<file path="src/rtl/uart_wake_pkg.sv">
package uart_wake_pkg;

    typedef enum logic [1:0] {
        FR_IDLE,
        FR_START,
        FR_DATA,
        FR_STOP
    } fr_state_e;

    typedef struct packed {
        logic armed;
        logic in_break;
        logic irq;
        logic full;
        logic ferr;
        logic ovr;
    } wake_ctl_t;

endpackage

</file>
<file path="src/rtl/uart_wake_sync.sv">
module uart_wake_sync #(
    parameter int STAGES = 2
) (
    input  logic clk,
    input  logic rst_n,
    input  logic rx_i,
    output logic rx_s_o,
    output logic fall_o,
    output logic rise_o
);
    logic [STAGES:0] sh_d, sh_q;

    always_comb begin
        sh_d = {sh_q[STAGES-1:0], rx_i};
    end

    always_ff @(posedge clk or negedge rst_n) begin
        if (!rst_n) sh_q <= '1;
        else        sh_q <= sh_d;
    end

    assign rx_s_o = sh_q[STAGES-1];
    assign fall_o = sh_q[STAGES] & ~sh_q[STAGES-1];
    assign rise_o = ~sh_q[STAGES] & sh_q[STAGES-1];
endmodule

</file>
<file path="src/rtl/uart_wake_frame.sv">
module uart_wake_frame
    import uart_wake_pkg::*;
#(
    parameter int DATA_W = 8,
    parameter int OVS    = 16
) (
    input  logic              clk,
    input  logic              rst_n,
    input  logic              en_i,
    input  logic              tick_i,
    input  logic              rx_s_i,
    output logic              done_o,
    output logic              stop_bad_o,
    output logic [DATA_W-1:0] data_o,
    output logic              idle_o
);
    localparam int CW  = $clog2(OVS);
    localparam int BW  = $clog2(DATA_W + 1);
    localparam int MID = OVS / 2 - 1;

    typedef struct packed {
        fr_state_e         st;
        logic [CW-1:0]     cnt;
        logic [BW-1:0]     nbit;
        logic [DATA_W-1:0] shreg;
    } fr_reg_t;

    fr_reg_t q, d;
    logic    done_d;

    always_comb begin
        d      = q;
        done_d = 1'b0;
        if (!en_i) begin
            d.st  = FR_IDLE;
            d.cnt = '0;
        end else if (tick_i) begin
            case (q.st)
                FR_IDLE: begin
                    if (!rx_s_i) begin
                        d.st  = FR_START;
                        d.cnt = '0;
                    end
                end
                FR_START: begin
                    if (q.cnt == CW'(MID)) begin
                        d.cnt  = '0;
                        d.nbit = '0;
                        d.st   = rx_s_i ? FR_IDLE : FR_DATA;
                    end else begin
                        d.cnt = q.cnt + 1'b1;
                    end
                end
                FR_DATA: begin
                    if (q.cnt == CW'(OVS - 1)) begin
                        d.cnt   = '0;
                        d.shreg = {rx_s_i, q.shreg[DATA_W-1:1]};
                        if (q.nbit == BW'(DATA_W - 1)) d.st = FR_STOP;
                        else                           d.nbit = q.nbit + 1'b1;
                    end else begin
                        d.cnt = q.cnt + 1'b1;
                    end
                end
                default: begin
                    if (q.cnt == CW'(OVS - 1)) begin
                        done_d = 1'b1;
                        d.cnt  = '0;
                        d.st   = FR_IDLE;
                    end else begin
                        d.cnt = q.cnt + 1'b1;
                    end
                end
            endcase
        end
    end

    always_ff @(posedge clk or negedge rst_n) begin
        if (!rst_n) q <= '{st: FR_IDLE, cnt: '0, nbit: '0, shreg: '0};
        else        q <= d;
    end

    assign done_o     = done_d;
    assign stop_bad_o = ~rx_s_i;
    assign data_o     = q.shreg;
    assign idle_o     = (q.st == FR_IDLE);
endmodule

</file>
<file path="src/rtl/uart_wake_rx.sv">
module uart_wake_rx
    import uart_wake_pkg::*;
#(
    parameter int DATA_W      = 8,
    parameter int OVS         = 16,
    parameter int SYNC_STAGES = 2
) (
    input  logic              clk,
    input  logic              rst_n,
    input  logic              tick16,
    input  logic              rx,
    input  logic              sleep,
    input  logic              wue_wr,
    input  logic              wue_wdata,
    input  logic              rd_strobe,
    output logic [DATA_W-1:0] rd_data,
    output logic              rx_int,
    output logic              wake,
    output logic              wue,
    output logic              rx_idle,
    output logic              frame_err,
    output logic              overrun_err
);
    logic              rx_s, fall, rise;
    logic              fr_done, fr_stop_bad, fr_idle;
    logic [DATA_W-1:0] fr_data;
    logic              wake_hit;

    wake_ctl_t         ctl_q, ctl_d;
    logic [DATA_W-1:0] data_q, data_d;

    uart_wake_sync #(.STAGES(SYNC_STAGES)) u_sync (
        .clk    (clk),
        .rst_n  (rst_n),
        .rx_i   (rx),
        .rx_s_o (rx_s),
        .fall_o (fall),
        .rise_o (rise)
    );

    uart_wake_frame #(.DATA_W(DATA_W), .OVS(OVS)) u_frame (
        .clk        (clk),
        .rst_n      (rst_n),
        .en_i       (~ctl_q.armed),
        .tick_i     (tick16),
        .rx_s_i     (rx_s),
        .done_o     (fr_done),
        .stop_bad_o (fr_stop_bad),
        .data_o     (fr_data),
        .idle_o     (fr_idle)
    );

    assign rx_idle  = fr_idle & ~ctl_q.in_break;
    assign wake_hit = ctl_q.armed & ~ctl_q.in_break & fall;

    always_comb begin
        ctl_d  = ctl_q;
        data_d = data_q;
        if (rd_strobe) begin
            ctl_d.irq  = 1'b0;
            ctl_d.full = 1'b0;
            ctl_d.ferr = 1'b0;
            ctl_d.ovr  = 1'b0;
        end
        if (wue_wr && rx_idle) ctl_d.armed = wue_wdata;
        if (wake_hit) begin
            ctl_d.in_break = 1'b1;
            ctl_d.irq      = 1'b1;
        end else if (ctl_q.in_break && rise) begin
            ctl_d.in_break = 1'b0;
            ctl_d.armed    = 1'b0;
        end
        if (fr_done) begin
            if (ctl_q.full && !rd_strobe) begin
                ctl_d.ovr = 1'b1;
            end else begin
                data_d     = fr_data;
                ctl_d.full = 1'b1;
                ctl_d.irq  = 1'b1;
                ctl_d.ferr = fr_stop_bad;
            end
        end
    end

    always_ff @(posedge clk or negedge rst_n) begin
        if (!rst_n) begin
            ctl_q  <= '0;
            data_q <= '0;
        end else begin
            ctl_q  <= ctl_d;
            data_q <= data_d;
        end
    end

    assign rd_data     = data_q;
    assign rx_int      = ctl_q.irq;
    assign wue         = ctl_q.armed;
    assign frame_err   = ctl_q.ferr;
    assign overrun_err = ctl_q.ovr;
    assign wake        = sleep & ctl_q.armed & ~rx;
endmodule

</file>
<file path="config.mk">
export PLATFORM = sky130hd
export DESIGN_NAME = uart_wake_rx
export DESIGN_NICKNAME = d
export VERILOG_FILES = /design/src/rtl/uart_wake_pkg.sv /design/src/rtl/uart_wake_sync.sv /design/src/rtl/uart_wake_frame.sv /design/src/rtl/uart_wake_rx.sv
export SDC_FILE = /design/constraint.sdc
export NUM_CORES = 1
export LEC_CHECK = 0
export BUFFER_PORTS_ARGS = -buffer_cell sky130_fd_sc_hd__buf_2
export CORE_ASPECT_RATIO = 1.75
export CORE_MARGIN = 2
export CORE_UTILIZATION = 63
export CTS_BUF_LIST = sky130_fd_sc_hd__clkbuf_4
export DETAILED_ROUTE_END_ITERATION = 6
export PLACE_DENSITY = 0.84
export SKIP_LAST_GASP = 1
export SLEW_MARGIN = 10
export SYNTH_ARGS = -nofsm -noshare
export SYNTH_HDL_FRONTEND = slang
export SYNTH_SLANG_ARGS = --single-unit
export TNS_END_PERCENT = 10
</file>
<file path="constraint.sdc">
create_clock -name clk -period 5.4 [get_ports clk]
set_clock_uncertainty 0.15 [all_clocks]
set_input_delay 0.27 -clock clk [delete_from_list [all_inputs] [get_ports clk]]
set_output_delay 0.27 -clock clk [all_outputs]
set_load 0.1 [all_outputs]
</file>
# [Word-level counts from Yosys, hierarchy flattened]
# Index checks and enable logic that the tools add are counted.
[totals] ff_bits=35 inputBits=8 output_inout_bits=14 word_cells=83
[classes] add_sub_neg=2 eq_ne=12 muxes=29 bitwise=13 reduce_logical=15
[ops] cell="$mux 4" count=6
[ops] cell="$mux 18" count=1
[ops] cell="$pmux 6 s3" count=1
[ops] cell="$mux 12" count=1
[ops] cell="$mux 2" count=6
[ops] cell="$mux 6" count=2
[ops] cell="$reduce_and 6->1" count=2
[ops] cell="$mux 1" count=9
[ops] cell="$ne 3x2->1 const B" count=3
[ops] cell="$add 4x1->4 const B" count=2
[ops] cell="$eq 4x3->1 const B" count=2
[ops] cell="$mux 8" count=1
[ops] cell="$pmux 4 s2" count=1
[ops] cell="$and 1x1->1" count=7
[ops] cell="$not 1->1" count=6
[ops] cell="$reduce_bool 2->1" count=3
[ops] cell="$eq 4x4->1 const B" count=1
[ops] cell="$ne 2x1->1 const B" count=2
[ops] cell="$reduce_and 2->1" count=2
[ops] cell="$reduce_and 4->1" count=1
[ops] cell="$reduce_bool 4->1" count=1
[ops] cell="$logic_and 1x1->1" count=3
[ops] cell="$mux 3" count=1
[ops] cell="$ne 3x3->1 const B" count=1
[ops] cell="other kinds (6)" count=6

# [Depth between registers and ports, before layout]
# Gate-level depths: netlist of the first run.
[logic_depth] depth_word=6 ltp_mapped=5 mapped_depth_nobuf=5

# [Modules after synthesis]
# A second synthesis of the first run with hierarchy kept.
[hier_totals] hier_cells=140 area_unflattened_um2=1716.6
[modules_own_cells] module="uart_wake_frame" instances=1 cells_per_inst=92 area_each_um2=1008.5 seq_area_each_um2=450.4
[modules_own_cells] module="uart_wake_rx" instances=1 cells_per_inst=43 area_each_um2=614.3 seq_area_each_um2=350.3
[modules_own_cells] module="uart_wake_sync" instances=1 cells_per_inst=5 area_each_um2=93.8 seq_area_each_um2=78.8

# [Worst setup path before layout of the first run]
# OpenSTA, ideal clock, no wires.
[synth_timing] kind="register to register" startpoint="register u_frame.q[16] (netlist bit)" endpoint="register ctl_q, in the netlist wue" setup_ps=82 arrival_time_ps=3146 required_time_ps=5168 slack_ps=2022 path_stages_with_launch=6 path_buffers=1 synth_period_minus_slack_ps=3378 cell_sequence="dfrtp_1 -> buf_4 -> nor3_1 -> nand2_1 -> mux2i_1 -> a31oi_1"
[synth_lines] item="start: declaration" line="uart_wake_frame.sv:28" source="fr_reg_t q, d;"
[synth_lines] item="start signal: assignment" line="uart_wake_frame.sv:78" source="if (!rst_n) q <= '{st: FR_IDLE, cnt: '0, nbit: '0, shreg: '0};"
[synth_lines] item="end signal: assignment" line="uart_wake_rx.sv:90" source="ctl_q <= ctl_d;"
[synth_lines] item="end: declaration" line="uart_wake_rx.sv:29" source="wake_ctl_t ctl_q, ctl_d;"

# [Worst setup path after layout of the first run]
[layout_timing] startpoint="register u_frame.q[12] (netlist bit)" endpoint="register data_q[1] (netlist: rd_data[1])"
[layout_between] elab_chain_cells=6
[layout_rtl] item="$eq 4x4->1" line="uart_wake_frame.sv:65" source="if (q.cnt == CW'(OVS - 1)) begin"
[layout_rtl] item="$mux 1" line="uart_wake_frame.sv:65"
[layout_rtl] item="$mux 1" line="uart_wake_frame.sv:38" source="case (q.st)"
[layout_rtl] item="$mux 1" line="uart_wake_frame.sv:37" source="end else if (tick_i) begin"
[layout_rtl] item="$mux 1" line="uart_wake_frame.sv:34" source="if (!en_i) begin"
[layout_rtl] item="$reduce_and 2->1 (no source line)"
[layout_rtl] item="end signal: assignment" line="uart_wake_rx.sv:91" source="data_q <= data_d;"
[layout_rtl] item="end: declaration" line="uart_wake_rx.sv:30" source="logic [DATA_W-1:0] data_q, data_d;"
# No other way between the ends.
# A chain may end at the register's enable or synchronous reset.

==> results of run 1 <==
layer usage:
layer,vias to the layer above,GRT usage
li1,530,-
met1,516,0.268
met2,16,0.389
met3,5,0.0543
met4,0,0.100
met5,-,0
power by group through the flow:
| stage | Combinational [µW] | Sequential (µW) | Clock, µW |
|---|---|---|---|
| after floorplan | 103 | 333 | 0 |
| after global placement | 145 | 315 | 0 |
| after detailed placement | 147 | 317 | 0 |
| after CTS | 149 | 312 | 139 |
| after global routing | 162 | 316 | 149 |
| final | 149 | 311 | 133 |
metrics by stage:
| step | instances | total power, µW | utilization | hold WS, ns |
|---|---|---|---|---|
| finish | 185 | 593 | 0.726 | 0.0710 |
| global route | 185 | 626 | 0.726 | 0.0768 |
| CTS | 185 | 601 | 0.726 | 0.0626 |
| detailed placement | 174 | 465 | 0.692 | 0.205 |
| global placement | 174 | 460 | 0.692 | 0.196 |
| floorplan | 132 | 437 | - | -0.176 |
cells in the mapped netlist (2+ instances only):
cell type	n
nor3_1	2
and3_1	2
a32o_1	2
nand3b_1	3
nand3_1	5
a21oi_1	5
nor2b_1	2
inv_1	5
dfrtp_1	32
mux2_2	15
or3b_2	2
buf_4	2
nand2_1	14
a31oi_1	4
ha_1	2
dfstp_2	3
nor2_1	3
o41ai_1	2
mux2i_1	3
o21ai_0	5
critical path, stage by stage (launching register included):
cell     delay, ns
dfrtp_1       0.40
ha_1          0.27
and3_1        0.22
nand4_1       0.20
a21oi_4       0.36
mux2_2        0.38
flip-flops by register name, summed over array words and instances (netlist names):
register	flops
wue	1
rx_int	1
u_sync.sh_q	3
frame_err	1
ctl_q	2
overrun_err	1
u_frame.data_o	8
rd_data	8
u_frame.q	10
cell type report:
class | count | share of cell area
sequential | 35 | 0.498
multi-input combinational | 87 | 0.366
timing repair buffer | 24 | 0.0765
clock buffer | 6 | 0.0255
tap | 26 | 0.0184
inverter | 5 | 0.0106
clock inverter | 2 | 0.00425
how the worst max path moves through the flow:
stage	cells past startpoint	to	slack [ns]
after global routing	5	rd_data[1]	3.13
final	5	rd_data[1]	3.29
after global placement	5	rd_data[6]	3.39
after detailed placement	5	rd_data[1]	3.32
after CTS	5	rd_data[1]	3.27
after floorplan	5	wue	2.02
cells by family after synthesis:
family	Yosys count	share of synthesized area
and+or+nand+nor	40	0.145
AOI/OAI and AO/OA	26	0.118
adders and majority gates	2	0.0159
xor gates and xnor gates	1	0.00557
muxes	18	0.126
DFF	35	0.559
buffers and inverters	10	0.0302
repair_timing:
action,in CTS,in global routing
hold buffers,3,0
hold endpoints to repair,34,0
gates resized for setup,0,0
==> metrics.md, run 1 <==
| Metric | Value |
|---|---|
| Top fanout value on the critical path | 10 |
| Critical path class | flip-flop to flip-flop |
| R2r setup slk | about 3.3 ns |
| EDFF count, synth | 0 |
| Drt first-iter violations | 16 |
| Min-Delay Endpoint | wue |
| Post-placement cell area | 1680 µm² |
| Most frequent cells in the layout | 32 x dfrtp_1, 21 x buf_2, 15 x mux2_2 |
| Worst Slack Setup Final | roughly 3.3 ns |
| Area of the mapped netlist | approximately 1600 µm² |
| Std cell rows | 24 |
| PD cells | approximately 340 nW/µm² |
| Part of the power in the clock network | 0.224 |
| Seq cells post-synth | 35 |
| Die Wd | 41.8 µm |
| Syn Nets | ~140 |
| Worst reg2reg startpoint | u_frame.q[12] |
| Final setup fails | 0 |
| Hold Path Origin | wue_wdata |
| Total die area | 2930 µm² |
| Logic gate share of total power | 0.251 |
| Initial antenna violation count | 0 |
| Clk_lat worst skew | approximately 0.33 ns |
| Slew Limit Fails | 0 |
| Depth of the CTS H-tree | 2 |
| M1 WL | 1130 µm |
| Hold Crit Class | primary input to flip-flop |
| Routed wl met2 | between 1500 and 2000 µm |
| Commonest non-fill, non-tap cell in the layout | dfrtp_1 |
| Fmax | approximately 0.47 GHz |
| P_leak | 0.000877 µW |
| Setup bufs post-CTS | 0 |
| Worst r2r dst | rd_data[1] |
| Critical Path Start Type | flip-flop |
| Critical Path End Type | flip-flop |
| Synth top area share | 0.509 |
| Final period util | 0.391 |
| First-pass GRT wire length | roughly 5100 µm |
| Hpwl dp | 2050 µm |
| CTS root buf | clkbuf_4 |
| Final Hold Viols | 0 |
| IR drop worst, VDD | roughly 200 µV |
| R2r worst-path depth | 5 |
| CP required | between 5 and 6 ns |
| Psw | 223 µW |
| Max-Cap Viols | 0 |
| Synth top area cells | dfrtp_1 51%, mux2_2 11%, dfstp_2 5.0%, nand2_1 3.3%, mux2i_1 1.9% |
| Gr usage total | 0.229 |
| Largest net degree at the start of global routing | 36 |
| Starting Density | 0.647 |
| Clock transition at path regs | 0.10 ns |
| Vias in the first global route | 1141 |
| Final RePlAce weighted congestion | ~0.79 |
| Area grow syn2layout | 12.2% |
| CP Launch Point | u_frame.q[12] |
| Drc violations | 0 |
| Sum Neg Setup Slack | 0 ns |
| DP Worst Slack | 3.32 ns |
| CORE AREA | around 2400 µm² |
| Vias | about 1100 |
| Status | finished clean |
| Remaining Overflow, GRT | 0 |
| Post-layout min period | approximately 2.1 ns |
| WP data arrival | between 2 and 2.5 ns |
| Flop pwr share | 0.525 |
| Final instance area | around 1800 µm² |
| I/O pin count | 22 |
| WL/cell | between 15 and 20 µm |
| RSZ-0062 raised after global routing | false |
| Slew HR | 0.497 |
| Routed length on met3 | just over 90 µm |
| Net count, final | approximately 170 |
| CTS Sinks | 35 |
| Register Area | 880 µm² |
| CTS buffer count | 5 |
| Int Power | between 300 and 400 µW |
| Layout cells sized above 1 | 0.321 |
| Area taken by multi-input logic gates | between 600 and 700 µm² |
| Hold path depth | 3 |
| Yosys warns | 0 |
| Die Ht | 70.1 µm |
| Max layer used | met4 |
| Sw Ratio | 0.376 |
| Syn Inst Count | 132 |
| Fillers | 185 |
| Most used DFF post-synth | dfrtp_1 |
| Synth unique cells | 39 |
| TritonCTS clock tree | done |
| I/O Buffers | 21 |
| Asr flop ratio synth | 1.00 |
| Sequential share of the synthesized area | 0.559 |
| Vias per cell | 5.77 |
| Synth area leader | dfrtp_1 |
| Ant diodes | 0 |
| Worst Max-Slew Pin Slew | about 0.75 ns |
| First-pass DRT Iterations | 4 |
| Final wirelength | ~2800 µm |
| Post-route ant nets | 0 |
| Avg Cell Area, Syn | around 12 µm² |
| Clock Tree Buf Depth | 2 |
(Power assumes the default switching activity.)
==> inputs of run 2 (changes only) <==
--- a/config.mk
+++ b/config.mk
@@ -8,10 +8,10 @@
 export BUFFER_PORTS_ARGS = -buffer_cell sky130_fd_sc_hd__buf_2
 export CORE_ASPECT_RATIO = 1.75
 export CORE_MARGIN = 2
-export CORE_UTILIZATION = 63
+export CORE_UTILIZATION = 53
 export CTS_BUF_LIST = sky130_fd_sc_hd__clkbuf_4
 export DETAILED_ROUTE_END_ITERATION = 6
-export PLACE_DENSITY = 0.84
+export PLACE_DENSITY = 0.75
 export SKIP_LAST_GASP = 1
 export SLEW_MARGIN = 10
 export SYNTH_ARGS = -nofsm -noshare
==> constraint.sdc (replaced) <==
create_clock -name clk -period 1.9 [get_ports clk]
set_clock_uncertainty 0.15 [all_clocks]
set_input_delay 0.095 -clock clk [delete_from_list [all_inputs] [get_ports clk]]
set_output_delay 0.095 -clock clk [all_outputs]
set_load 0.1 [all_outputs]
==> run 2 against run 1 <==
The flow now finishes with violations (negative setup slack). Utilization down 3.3 points. Via count up 15%. Maximum frequency up 10%. Non-clock buffer count up 21. Combinational power rose to 3.9 times the previous value. Critical path type unchanged.
==> metrics.md, run 2 (synthesized netlist as in run 1, its figures left out) <==
| Metric | Value |
|---|---|
| RSZ-0062 raised after global routing | true |
| Logic gate share of total power | 0.319 (+0.068) |
| Int Power | 1120 µW (+200%) |
| Psw | 687 µW (+210%) |
| Top fanout value on the critical path | 4 (-6) |
| Die Ht | 76.1 µm (+8.5%) |
| Fillers | 203 (+9.7%) |
| Final Hold Viols | 0 (unchanged) |
| Drt first-iter violations | 21 (+5) |
| Critical path class | flip-flop to flip-flop |
| Area grow syn2layout | 26.0% |
| Power consumption | 1810 µW (+210%) |
| CP required | 1.98 ns (-3.48 ns) |
| Most frequent cells in the layout | 31 x dfrtp_1, 21 x buf_2, 18 x buf_4 |
| Worst Max-Slew Pin Slew | 0.751 ns (-0.00403 ns) |
| Flip-flop count of the largest register after layout | 10 (unchanged) |
| Largest net degree at the start of global routing | 36 (unchanged) |
| CTS root buf | clkbuf_4 |
| Slew Limit Fails | 0 (unchanged) |
| Final core occ | 0.693 (-0.0331) |
| Vias per cell | 5.86 (+1.6%) |
| Total die area | 3440 µm² (+17%) |
| R2r setup slk | -0.02 ns (-3.31 ns) |
| Area taken by multi-input logic gates | 694 µm² (+7.4%) |
| IR drop worst, VDD | 660 µV (+230%) |
| Layout cells sized above 1 | 0.431 (+0.110) |
| Failing checks | negative setup slack |
| Sw Ratio | 0.379 (+0.00257) |
| CORE AREA | 2860 µm² (+18%) |
| Critical Path Start Type | flip-flop |
| I/O pin count | 22 (unchanged) |
| Worst Slack Setup Final | -0.0194 ns (-3.31 ns) |
| Sum Neg Setup Slack | -0.0688 ns (-0.0688 ns) |
| Hold Crit Class | primary input to async pin |
| Clock transition at path regs | 0.10 ns (about the same) |
| First-pass DRT Iterations | 4 (unchanged) |
| Final RePlAce weighted congestion | 0.905 (+15%) |
| Net count, final | 190 (+13%) |
| Max-Cap Viols | 0 (unchanged) |
| Starting Density | 0.550 (-0.0973) |
| Clk_lat worst skew | 0.33 ns (about the same) |
| Final setup fails | 5 (+5) |
| Register Area | 881 µm² (+0.14%) |
| Part of the power in the clock network | 0.214 (-0.010) |
| Flop pwr share | 0.466 (-0.059) |
| P_leak | 0.000984 µW (+12%) |
| Vias in the first global route | 1286 (+13%) |
| Hpwl dp | 2440 µm (+19%) |
| PD cells | 913 nW/µm² (+170%) |
| Critical Path End Type | flip-flop |
| Die Wd | 45.2 µm (+8.2%) |
| Worst r2r dst | rd_data[2] |
| WP data arrival | 2.00 ns (-0.17 ns) |
| Post-layout min period | 1.92 ns (-0.193 ns) |
| Gr usage total | 0.226 (-0.00298) |
| Vias | 1225 (+15%) |
| Post-route ant nets | 0 (unchanged) |
| Depth of the CTS H-tree | 2 (unchanged) |
| Status | finished, violations left |
| First-pass GRT wire length | 5690 µm (+11%) |
| Final period util | 1.01 (+0.619) |
| Initial antenna violation count | 0 (unchanged) |
| Worst reg2reg startpoint | u_frame.q[12] |
| CTS buffer count | 5 (unchanged) |
| Clock Tree Buf Depth | 2 (unchanged) |
| Commonest non-fill, non-tap cell in the layout | dfrtp_1 |
| Slew HR | 0.499 (+0.00269) |
| R2r worst-path depth | 5 (unchanged) |
| Reg with most FFs | u_frame.q |
| I/O Buffers | 21 (unchanged) |
| Fmax | 0.521 GHz (+10%) |
| Drc violations | 0 (unchanged) |
| TritonCTS clock tree | done |
| Remaining Overflow, GRT | 0 (unchanged) |
| Final wirelength | 3390 µm (+20%) |
| WL/cell | 16.2 µm (+6.0%) |
| Ant diodes | 0 (unchanged) |
| CTS Sinks | 35 (unchanged) |
| Std cell rows | 26 (+8.3%) |
run 2: power by group through the flow:
stage               clock network [µW]  logic, µW  registers, µW
floorplan                            0        315            956
global placement                     0        549            854
detailed placement                   0        561            856
CTS                                399        577            841
global route                       425        625            850
finish                             388        579            845
run 2: critical path, stage by stage, from the launching register on:
cell	delay, ns
dfrtp_1	0.38
ha_2	0.20
and3_4	0.19
nand4_1	0.21
a21oi_2	0.31
mux2_2	0.37
run 2: per-stage QoR:
stage,worst slack [ns],hold slack [ns],cells,instance area [µm²]
after floorplan,-0.0669,-0.351,132,1600
after global placement,0.0222,0.0423,193,1830
after detailed placement,-0.0235,0.0520,193,1830
after CTS,-0.0125,0.222,208,1960
after global routing,-0.0834,0.223,209,1980
final,-0.0194,0.203,209,1980
run 2: final cells by class:
| type | count | area share |
|---|---|---|
| inverter | 5 | 0.00946 |
| tap | 28 | 0.0177 |
| timing repair buffer | 45 | 0.151 |
| sequential | 35 | 0.444 |
| multi-input combinational | 88 | 0.350 |
| clock buffer | 6 | 0.0227 |
| clock inverter | 2 | 0.00442 |
run 2: what timing repair did:
action	4_1_cts	5_1_grt
setup buffers	0	1
endpoints found under the hold margin	38	0
hold buffers	6	0
pin swaps	2	2
gates resized for setup	1	3
endpoints found under the setup margin	8	13
cloned	1	0
run 2: worst max path at each step:
| stage | cells after the start | slack, ns | endpoint | start |
|---|---|---|---|---|
| final | 5 | -0.02 | rd_data[2] | u_frame.q[12] |
| after global routing | 6 | -0.08 | rd_data[5] | tick16 |
| after CTS | 5 | -0.01 | u_frame.q[10] | u_frame.q[8] |
| after detailed placement | 6 | -0.02 | u_frame.q[15] | u_frame.q[12] |
| after global placement | 6 | 0.02 | u_frame.q[15] | u_frame.q[12] |
| after floorplan | 5 | -0.07 | wue | u_frame.q[17] |
run 2: layer usage:
layer / global-route usage / up-vias / share of wire
met3: 0.0498 / 9 / 0.028
met1: 0.240 / 611 / 0.36
met5: 0 / - / 0
met2: 0.399 / 24 / 0.58
li1: - / 581 / -
met4: 0.0971 / 0 / 0.025
==> inputs of run 3 (changes only) <==
--- a/config.mk
+++ b/config.mk
@@ -12,6 +12,7 @@
 export CTS_BUF_LIST = sky130_fd_sc_hd__clkbuf_4
 export DETAILED_ROUTE_END_ITERATION = 6
 export PLACE_DENSITY = 0.75
+export RECOVER_POWER = 25
 export SKIP_LAST_GASP = 1
 export SLEW_MARGIN = 10
 export SYNTH_ARGS = -nofsm -noshare
==> run 3 against run 2 <==
Largest cell class unchanged. Clock-buffer cell count did not move. Power about the same. Worst setup slack barely moved. Routed wire length decreased by 0.12%. The flow still finishes with violations (negative setup slack). Final cell count unchanged. Highest routed layer unchanged. Worst hold slack improved by 0.012 ns. Sequential share of layout area up 0.11 points. Flip-flop and latch count is the same. Maximum frequency hardly changed. Critical endpoint unchanged. Register-to-register slack barely moved. Largest power group unchanged.
==> metrics.md, run 3 (synthesized netlist as in run 1, its figures left out) <==
| Metric | Value |
|---|---|
| DP Worst Slack | -0.0235 ns (unchanged) |
| Starting Density | 0.550 (unchanged) |
| Slew HR | 0.443 (-0.0567) |
| Final period util | 1.01 (about the same) |
| Initial antenna violation count | 0 (unchanged) |
| Final setup fails | 5 (unchanged) |
| Final wirelength | 3380 µm (-0.12%) |
| Die Ht | 76.1 µm (unchanged) |
| Clock Tree Buf Depth | 2 (unchanged) |
| CTS root buf | clkbuf_4 |
| Drt first-iter violations | 19 (-9.5%) |
| Critical path class | flip-flop to flip-flop |
| Hold path depth | 0 |
| Depth of the CTS H-tree | 2 (unchanged) |
| Remaining Overflow, GRT | 0 (unchanged) |
| Clock transition at path regs | 0.10 ns (about the same) |
| Worst Slack Setup Final | -0.0194 ns (+0.0000746 ns) |
| R2r setup slk | -0.02 ns (about the same) |
| Min Hold Slack | 0.214 ns (+0.0119 ns) |
| Failing checks | negative setup slack |
| Net count, final | 190 (unchanged) |
| Fillers | 206 (+1.5%) |
| Min-Delay Endpoint | u_sync.sh_q[1] |
| Placed cells | 193 (unchanged) |
| P_leak | 0.000978 µW (-0.63%) |
| RSZ-0062 raised after global routing | true |
| WL/cell | 16.2 µm (-0.12%) |
| CORE AREA | 2860 µm² (unchanged) |
| Drc violations | 0 (unchanged) |
| Worst Max-Slew Pin Slew | 0.836 ns (+0.0851 ns) |
| TritonCTS clock tree | done |
| Layout cells sized above 1 | 0.420 (-0.0110) |
| Top fanout value on the critical path | 4 (unchanged) |
| Die Wd | 45.2 µm (unchanged) |
| CP Launch Point | u_frame.q[12] |
| CTS Sinks | 35 (unchanged) |
| Slew Limit Fails | 0 (unchanged) |
| PD cells | 915 nW/µm² (+0.18%) |
| Largest net degree at the start of global routing | 36 (unchanged) |
| Hold Path Origin | u_sync.sh_q[0] |
| Max-Cap Viols | 0 (unchanged) |
| Post-route ant nets | 0 (unchanged) |
| Commonest non-fill, non-tap cell in the layout | dfrtp_1 |
| Worst reg2reg startpoint | u_frame.q[12] |
| First-pass GRT wire length | 5690 µm (unchanged) |
| Total die area | 3440 µm² (unchanged) |
| Final Non-Filler Cells | 209 (unchanged) |
| Vias per cell | 5.84 (-0.33%) |
| Critical Path End Type | flip-flop |
| Fmax | 0.521 GHz (about the same) |
| Critical Path Start Type | flip-flop |
| Area grow syn2layout | 25.7% |
| CTS buffer count | 5 (unchanged) |
| Most frequent cells in the layout | 31 x dfrtp_1, 19 x buf_2, 17 x buf_4 |
| CP required | 1.98 ns (about the same) |
| Std cell rows | 26 (unchanged) |
| Clk_lat worst skew | 0.33 ns (about the same) |
| Final Hold Viols | 0 (unchanged) |
| Flip-flop count of the largest register after layout | 10 (unchanged) |
| I/O Buffers | 21 (unchanged) |
| First-pass DRT Iterations | 4 (unchanged) |
| WP data arrival | 2.00 ns (about the same) |
| Gr usage total | 0.226 (unchanged) |
| Hpwl dp | 2440 µm (unchanged) |
| R2r worst-path depth | 5 (unchanged) |
| Hold Crit Class | flip-flop to flip-flop |
| Final RePlAce weighted congestion | 0.905 (unchanged) |
| Worst r2r dst | rd_data[2] |
| Ant diodes | 0 (unchanged) |
| Vias | 1221 (-0.33%) |
| I/O pin count | 22 (unchanged) |
| Power consumption | 1810 µW (about the same) |
| Post-layout min period | 1.92 ns (-0.0000746 ns) |
| IR drop worst, VDD | 660 µV (about the same) |
| Reg with most FFs | u_frame.q |
| Vias in the first global route | 1286 (unchanged) |
| Status | finished, violations left |
[run 3: cell types whose count changed in the layout (fill, tap and decap cells not counted), sizes merged]
cell,delta
clkbuf,+3
buf,-3
[run 3: report_power, final]
group | internal, µW | leakage (µW) | total (µW) | switching, µW
registers | 795 | 0.000470 | 845 | 50.0
logic | 176 | 0.000475 | 577 | 402
clock network | 153 | 0.0000331 | 388 | 235
total | 1120 | 0.000978 | 1810 | 686
[run 3: through the flow]
| step | instance area [µm²] | setup TNS (ns) | utilization |
|---|---|---|---|
| floorplan | 1600 | -0.411 | - |
| global placement | 1830 | 0 | 0.640 |
| detailed placement | 1830 | -0.0235 | 0.640 |
| CTS | 1960 | -0.0256 | 0.685 |
| global route | 1980 | -0.981 | 0.691 |
| finish | 1980 | -0.0691 | 0.691 |
[run 3: timing repair]
action,in CTS,in global routing
endpoints found under the hold margin,38,0
gates resized for setup,1,3
hold buffers,6,0
gates cloned,1,0
setup buffers,0,1
pin swaps,2,2
endpoints found under the setup margin,8,13
[run 3: worst max-delay path by stage]
stage | endpoint | depth (start not counted)
finish | rd_data[2] | 5
global route | rd_data[5] | 6
CTS | u_frame.q[10] | 5
detailed placement | u_frame.q[15] | 6
global placement | u_frame.q[15] | 6
floorplan | wue | 5
[run 3: area by class of cell]
cell class | count | area, µm² | share of cell area
inverter | 5 | 18.8 | 0.00949
sequential | 35 | 881 | 0.445
clock inverter | 2 | 8.76 | 0.00443
multi-input combinational | 88 | 694 | 0.351
tap | 28 | 35.0 | 0.0177
clock buffer | 6 | 45.0 | 0.0228
timing repair buffer | 45 | 295 | 0.149
[run 3: worst max-delay path, cell delays in order, from the launching register on]
cell and delay, ns:
dfrtp_1 0.38, ha_2 0.20, and3_4 0.19, nand4_1 0.21
a21oi_2 0.31, mux2_2 0.37
[run 3: per-layer routing]
layer	vias to the layer above	track usage	routed length, µm
met1	608	0.240	1230
met2	24	0.399	1970
met5	-	0	0
li1	580	-	-
met4	0	0.0971	85
met3	9	0.0498	95
